<file path="config.mk">
export PLATFORM = sky130hd
export DESIGN_NAME = gpio_banked_ctrl
export DESIGN_NICKNAME = d
export VERILOG_FILES = /design/src/rtl/gpio_ctrl_pkg.sv /design/src/rtl/gpio_sync.sv /design/src/rtl/gpio_bank.sv /design/src/rtl/gpio_banked_ctrl.sv
export SDC_FILE = /design/constraint.sdc
export NUM_CORES = 2
export LEC_CHECK = 0
export ABC_AREA = 1
export BUFFER_PORTS_ARGS = -buffer_cell sky130_fd_sc_hd__clkbuf_2
export CORE_MARGIN = 3
export CORE_UTILIZATION = 45
export DETAILED_ROUTE_END_ITERATION = 7
export SYNTH_ARGS = -nofsm -noshare
export SYNTH_HDL_FRONTEND = slang
export SYNTH_HIERARCHICAL = 1
export SYNTH_SLANG_ARGS = --single-unit
</file>
<file path="constraint.sdc">
create_clock -name clk -period 2.94 [get_ports clk]
set_input_delay 0 -clock clk [delete_from_list [all_inputs] [get_ports clk]]
set_output_delay 0 -clock clk [all_outputs]
set_load 0.01 [all_outputs]
</file>
<file path="src/rtl/gpio_ctrl_pkg.sv">
package gpio_ctrl_pkg;

    localparam int FN_W       = 4;  // width of the function-select field
    localparam int FN_LSB     = 4;  // 16-byte function groups
    localparam int BANK_SEL_W = 2;  // bank index field width
    localparam int BANK_LSB   = 2;  // 4-byte bank stride

    typedef enum logic [FN_W-1:0] {
        FN_DIR  = 4'd0,
        FN_POL  = 4'd1,
        FN_DATA = 4'd2,
        FN_SET  = 4'd3,
        FN_CLR  = 4'd4,
        FN_RISE = 4'd5,
        FN_FALL = 4'd6,
        FN_HIGH = 4'd7,
        FN_LOW  = 4'd8,
        FN_STAT = 4'd9,
        FN_EDGE = 4'd10
    } gpio_fn_e;

endpackage

</file>
<file path="src/rtl/gpio_sync.sv">
module gpio_sync #(
    parameter int W = 32
) (
    input  logic         clk,
    input  logic         rst_n,
    input  logic [W-1:0] d,
    output logic [W-1:0] q
);
    typedef struct packed {
        logic [W-1:0] meta;
        logic [W-1:0] stable;
    } sync_t;

    sync_t s_d, s_q;

    always_comb begin
        s_d.meta   = d;
        s_d.stable = s_q.meta;
    end

    always_ff @(posedge clk or negedge rst_n) begin
        if (!rst_n) s_q <= '0;
        else        s_q <= s_d;
    end

    assign q = s_q.stable;
endmodule

</file>
<file path="src/rtl/gpio_bank.sv">
module gpio_bank
    import gpio_ctrl_pkg::*;
#(
    parameter int W = 32
) (
    input  logic            clk,
    input  logic            rst_n,
    input  logic [W-1:0]    sync_in,
    input  logic            wr_en,
    input  logic [FN_W-1:0] func,
    input  logic [W-1:0]    wdata,
    output logic [W-1:0]    rd_data,
    output logic [W-1:0]    pin_out,
    output logic [W-1:0]    pin_oe,
    output logic            irq_out
);
    typedef struct packed {
        logic [W-1:0] dir;
        logic [W-1:0] pol;
        logic [W-1:0] dat;
        logic [W-1:0] ren;
        logic [W-1:0] fen;
        logic [W-1:0] hen;
        logic [W-1:0] len;
        logic [W-1:0] st;
        logic [W-1:0] edg;
        logic [W-1:0] prv;
    } bank_t;

    bank_t        b_d, b_q;
    logic [W-1:0] sense, rise_ev, fall_ev, lvl_ev, clr_mask, armed;

    always_comb begin
        b_d      = b_q;
        sense    = sync_in ^ b_q.pol;
        rise_ev  = b_q.ren & sense & ~b_q.prv;
        fall_ev  = b_q.fen & ~sense & b_q.prv;
        lvl_ev   = (b_q.hen & sense) | (b_q.len & ~sense);
        clr_mask = '0;
        if (wr_en) begin
            case (func)
                FN_DIR:  b_d.dir = wdata;
                FN_POL:  b_d.pol = wdata;
                FN_DATA: b_d.dat = wdata;
                FN_SET:  b_d.dat = b_q.dat | wdata;
                FN_CLR:  b_d.dat = b_q.dat & ~wdata;
                FN_RISE: b_d.ren = wdata;
                FN_FALL: b_d.fen = wdata;
                FN_HIGH: b_d.hen = wdata;
                FN_LOW:  b_d.len = wdata;
                FN_STAT: clr_mask = wdata;
                default: ;
            endcase
        end
        b_d.prv = sense;
        b_d.st  = (b_q.st | rise_ev | fall_ev | lvl_ev) & ~clr_mask;
        b_d.edg = (b_q.edg | rise_ev | fall_ev) & ~clr_mask;
    end

    always_ff @(posedge clk or negedge rst_n) begin
        if (!rst_n) b_q <= '0;
        else        b_q <= b_d;
    end

    always_comb begin
        case (func)
            FN_DIR:  rd_data = b_q.dir;
            FN_POL:  rd_data = b_q.pol;
            FN_DATA: rd_data = (b_q.dir & b_q.dat) | (~b_q.dir & sync_in);
            FN_RISE: rd_data = b_q.ren;
            FN_FALL: rd_data = b_q.fen;
            FN_HIGH: rd_data = b_q.hen;
            FN_LOW:  rd_data = b_q.len;
            FN_STAT: rd_data = b_q.st;
            FN_EDGE: rd_data = b_q.edg;
            default: rd_data = '0;
        endcase
    end

    assign armed   = b_q.ren | b_q.fen | b_q.hen | b_q.len;
    assign pin_out = b_q.dat;
    assign pin_oe  = b_q.dir;
    assign irq_out = |(b_q.st & armed);

    p_set_forces_ones_r4: assert property (@(posedge clk) disable iff (!rst_n)
        (wr_en && func == FN_SET) |=> ((pin_out & $past(wdata)) == $past(wdata)));

    p_clr_forces_zeros_r5: assert property (@(posedge clk) disable iff (!rst_n)
        (wr_en && func == FN_CLR) |=> ((pin_out & $past(wdata)) == '0));

    p_w1c_wins_r10: assert property (@(posedge clk) disable iff (!rst_n)
        (wr_en && func == FN_STAT) |=> ((b_q.st & $past(wdata)) == '0));

    p_unarmed_quiet_r11: assert property (@(posedge clk) disable iff (!rst_n)
        1'b1 |=> ((b_q.st & ~$past(b_q.st) & ~$past(armed)) == '0));

    p_edge_needs_pending_r8: assert property (@(posedge clk) disable iff (!rst_n)
        (b_q.edg & ~b_q.st) == '0);
endmodule

</file>
<file path="src/rtl/gpio_banked_ctrl.sv">
module gpio_banked_ctrl
    import gpio_ctrl_pkg::*;
#(
    parameter int NUM_BANKS = 3,
    parameter int BANK_W    = 32,
    parameter int ADDR_W    = 8
) (
    input  logic                        clk,
    input  logic                        rst_n,
    input  logic                        req_valid,
    input  logic                        req_write,
    input  logic [ADDR_W-1:0]           req_addr,
    input  logic [BANK_W-1:0]           req_wdata,
    output logic                        rd_valid,
    output logic [BANK_W-1:0]           rd_data,
    input  logic [NUM_BANKS*BANK_W-1:0] pin_in,
    output logic [NUM_BANKS*BANK_W-1:0] pin_out,
    output logic [NUM_BANKS*BANK_W-1:0] pin_oe,
    output logic                        irq
);
    localparam int PINS = NUM_BANKS * BANK_W;

    typedef struct packed {
        logic              vld;
        logic [BANK_W-1:0] dat;
    } rsp_t;

    logic [PINS-1:0]       pin_sync;
    logic [FN_W-1:0]       fn_code;
    logic [BANK_SEL_W-1:0] bank_idx;
    logic [BANK_LSB-1:0]   addr_lsb_unused;
    logic [BANK_W-1:0]     bank_rd [NUM_BANKS];
    logic [NUM_BANKS-1:0]  bank_irq;
    rsp_t                  rsp_d, rsp_q;

    assign fn_code         = req_addr[FN_LSB +: FN_W];
    assign bank_idx        = req_addr[BANK_LSB +: BANK_SEL_W];
    assign addr_lsb_unused = req_addr[BANK_LSB-1:0];

    gpio_sync #(.W(PINS)) u_sync (
        .clk   (clk),
        .rst_n (rst_n),
        .d     (pin_in),
        .q     (pin_sync)
    );

    for (genvar b = 0; b < NUM_BANKS; b++) begin : g_bank
        logic hit_wr;
        assign hit_wr = req_valid && req_write && (bank_idx == BANK_SEL_W'(b));

        gpio_bank #(.W(BANK_W)) u_bank (
            .clk     (clk),
            .rst_n   (rst_n),
            .sync_in (pin_sync[b*BANK_W +: BANK_W]),
            .wr_en   (hit_wr),
            .func    (fn_code),
            .wdata   (req_wdata),
            .rd_data (bank_rd[b]),
            .pin_out (pin_out[b*BANK_W +: BANK_W]),
            .pin_oe  (pin_oe[b*BANK_W +: BANK_W]),
            .irq_out (bank_irq[b])
        );
    end

    always_comb begin
        rsp_d.vld = req_valid && !req_write;
        rsp_d.dat = '0;
        for (int b = 0; b < NUM_BANKS; b++) begin
            if (bank_idx == BANK_SEL_W'(b)) rsp_d.dat = bank_rd[b];
        end
        if (!rsp_d.vld) rsp_d.dat = '0;
    end

    always_ff @(posedge clk or negedge rst_n) begin
        if (!rst_n) rsp_q <= '0;
        else        rsp_q <= rsp_d;
    end

    assign rd_valid = rsp_q.vld;
    assign rd_data  = rsp_q.dat;
    assign irq      = |bank_irq;

    p_read_answers_r6: assert property (@(posedge clk) disable iff (!rst_n)
        (req_valid && !req_write) |=> rd_valid);

    p_no_stray_answer_r6: assert property (@(posedge clk) disable iff (!rst_n)
        !(req_valid && !req_write) |=> !rd_valid);
endmodule

</file>
==> flow_summary.json <==
{
  "fin_nets": 7797,
  "preCtsSetupSlack_ns": 0.543,
  "tns_ns": 0,
  "synth_nets": 7367,
  "synth_top_family_by_area": "simple AND/OR/NAND/NOR gates",
  "io_pins": 366,
  "vdd_ir_drop_max_mv": 0.592,
  "tightestPinTransition_ns": 0.981,
  "cts_tree": "built",
  "synth_area_mm2": 0.0569,
  "synth_top_area_share_pct": 52.1,
  "ys_seq_elements": 1185,
  "cts_root_buffer": "clkbuf_16",
  "period_share_pct": 96.7,
  "numClockSinks": 1185,
  "synth_mux_area_share_pct": 0,
  "drcViolationCount": 0,
  "hold_class": "primary input to flip-flop",
  "use_met3_pct": 6.41,
  "cp_max_fo": 4,
  "synth_top_area_cell": "dfrtp_1",
  "synth_compound_area_share_pct": 10.9,
  "initial_core_util_pct": 45.7,
  "wl_um": 202000,
  "hold_viol": 0,
  "grt_use_met1_pct": 41.6,
  "avgSynthCellArea_um2": 7.88,
  "wl_per_cell_um": 21.5,
  "slew_headroom_pct": 34.5,
  "grt-ovfl-total": 0,
  "grtUsageTotal_pct": 30.7,
  "io_buffer_count": 363,
  "firstDrtPassIters": 6,
  "synth_fa_ha_area_share_pct": 0,
  "cts_buffers": 136,
  "p_leak_nw": 33.0,
  "die_h_um": 362,
  "cp_common_cell": "nand2_1",
  "busiest_layer": "met2",
  "worstPathRequired_ns": 2.94,
  "final_antenna_net_count": 0,
  "synth_flop_cell": "dfrtp_1",
  "p_total_mw": 42.3,
  "first_iter_violations": 4711,
  "grt_start_max_net_pins": 116,
  "area_growth_pct": 17.7,
  "rrSetupSlack_ns": 1.24,
  "coreArea_mm2": 0.125,
  "place_area_mm2": 0.0599,
  "start_kind": "flip-flop",
  "die_area_mm2": 0.131,
  "crit_path_end_kind": "output port",
  "slowest_stage": "or3_4",
  "powerDensity_mw_per_mm2": 631,
  "synthTopCellsByCount": "nand2_1 (2315), dfrtp_1 (1185), o21ai_0 (717)",
  "slew_violations": 0,
  "syn-instance-count": 7227,
  "crit_arrival_ns": 2.84,
  "vias": 50200,
  "grt_pass1_vias": 48000,
  "clk_pin_slew_ns": 0.06,
  "clock_latency_ns": 0.78,
  "path_cells": "nor2_1, nand2_1, nand2_1, nand2_1, nor2_1, nand2_1, nor2_1, nand2_1, or3_4, clkbuf_2",
  "setup-violations-final": 0,
  "status": "finished clean",
  "cts_buffer_depth": 3,
  "final_core_util_pct": 53.8,
  "fin_crit_ns": 2.84,
  "use_met2_pct": 46.8,
  "yosysMostFrequentCell": "nand2_1",
  "drive_gt1_share_pct": 10.6,
  "rsz0062_at_grt": "false",
  "htree_levels": 4,
  "place_congestion": 0.935,
  "hpwlAfterDp_um": 136000,
  "row_count": 129,
  "fin_skew_ns": 0.0267,
  "yosysWarnings": 6,
  "final_cell_area_mm2": 0.0670,
  "grt_first_pass_wirelength_um": 302000,
  "synth_edf_count": 0,
  "synthDistinctLibCells": 28,
  "die_w_um": 362,
  "setup_ws_ns": 0.0975,
  "synthSimpleGateAreaFrac_pct": 25.1,
  "crit_path_max_incr_delay_ns": 0.50,
  "synth-xor-area-share_pct": 2.86,
  "cap_violations": 0,
  "antenna_found_initial": 6,
  "viasPerCell": 5.34,
  "critPathKind": "flip-flop to output port",
  "seq_area_frac_synth_pct": 52.1,
  "max_clock_freq_mhz": 352,
  "synthTopCellsByArea": "dfrtp_1 (52%), nand2_1 (15%), o21ai_0 (6.3%)",
  "synth-async-reset-ratio_pct": 100
}
[metrics by stage]
stage | hold WS, ns | instances
6_report | 0.286 | 9406
2_1_floorplan | -0.296 | 7227
5_1_grt | 0.267 | 9405
4_1_cts | 0.234 | 9405
3_5_place_dp | 0.0156 | 8925
3_3_place_gp | 0.0113 | 8925
[metal layers]
metal,routed length [um],up-vias
met2,88200,2168
met3,18900,411
met5,11,-
met4,11300,2
met1,83600,24000
li1,-,23600
[sequential cells by signal, indices dropped and copies added, names as in the netlist]
name,count
g_bank.u_bank/b_q,768
g_bank.u_bank/pin_oe,96
g_bank.u_bank/pin_out,96
rd_data,32
rd_valid,1
u_sync/q,96
u_sync/s_d,96
[placed cells by master (no fill, tap or decap), types with 3 or more instances in the layout]
| cell type | count |
|---|---|
| o22ai_1 | 192 |
| clkbuf_8 | 32 |
| nor2_2 | 8 |
| inv_2 | 26 |
| inv_6 | 7 |
| o21ai_1 | 75 |
| o211ai_1 | 3 |
| dlygate4sd3_1 | 230 |
| nor3_1 | 96 |
| nand3_1 | 297 |
| buf_4 | 115 |
| clkinv_8 | 5 |
| xor2_1 | 93 |
| nand3b_1 | 93 |
| nor2_1 | 684 |
| clkbuf_2 | 362 |
| clkbuf_16 | 137 |
| inv_1 | 657 |
| nor2_4 | 11 |
| xnor2_1 | 93 |
| dfrtp_1 | 1185 |
| o21ai_4 | 3 |
| clkbuf_1 | 26 |
| clkinv_2 | 21 |
| nand2_4 | 3 |
| nand2_1 | 2309 |
| nand4_1 | 6 |
| nor3_2 | 3 |
| buf_12 | 39 |
| o21ai_0 | 717 |
| a21oi_1 | 192 |
| bufinv_16 | 15 |
| nand2_2 | 21 |
| nand3_2 | 3 |
[layout make-up]
cell class	instances	area, um2
Sequential cell	1185	29700
Timing Repair Buffer	747	5790
Clock inverter	54	792
Fill cell	11700	57600
Inverter	683	2560
Antenna cell	1	2.50
Tap cell	1637	2050
Multi-Input combinational cell	4904	22200
Clock buffer	195	3970
[logic make-up (layout without fill, tap and decap cells)]
kind of cell | after synthesis | after routing
xor gates and xnor gates | 186 | 186
other | 0 | 1
DFF | 1185 | 1185
AOI/OAI and AO/OA | 1182 | 1182
buffers and inverters | 1138 | 1679
and+or+nand+nor | 3536 | 3536
[where the power goes]
part | internal, mW | switching [mW] | total [mW]
sequential | 17.6 | 1.24 | 18.8
combinational | 1.87 | 3.62 | 5.48
clock | 10.8 | 7.21 | 18.0
total | 30.2 | 12.1 | 42.3
[critical path, delay by kind of cell (launching register included)]
family / cells / cell delay, ns
flip-flops: 1 / 0.41
buffers and inverters: 1 / 0.15
AND/OR/NAND/NOR: 9 / 1.51
[worst paths after layout]
path	from	to	cells past startpoint
min	req_wdata[15]	g_bank[0].u_bank/pin_out[15]$_DFFE_PN0P_	4
max in group asynchronous	rst_n	u_sync/q[14]$_DFF_PN0_	6
min reg2reg	u_sync/s_d[43]$_DFF_PN0_	u_sync/q[43]$_DFF_PN0_	0
max	g_bank[1].u_bank/b_q[176]$_DFFE_PN0P_	irq	10
max reg2reg	g_bank[1].u_bank/pin_oe[7]$_DFFE_PN0P_	rd_data[7]$_DFF_PN0_	11
min in group asynchronous	rst_n	g_bank[1].u_bank/b_q[135]$_DFFE_PN0P_	4
[what timing repair did]
item,4_1_cts,5_1_grt
hold buffers,231,0
endpoints found under the hold margin,1668,0
buffers inserted,0,0
setup endpoints to repair,0,1
resized for setup,0,1
No activity file was read; power rests on OpenSTA's default activity.
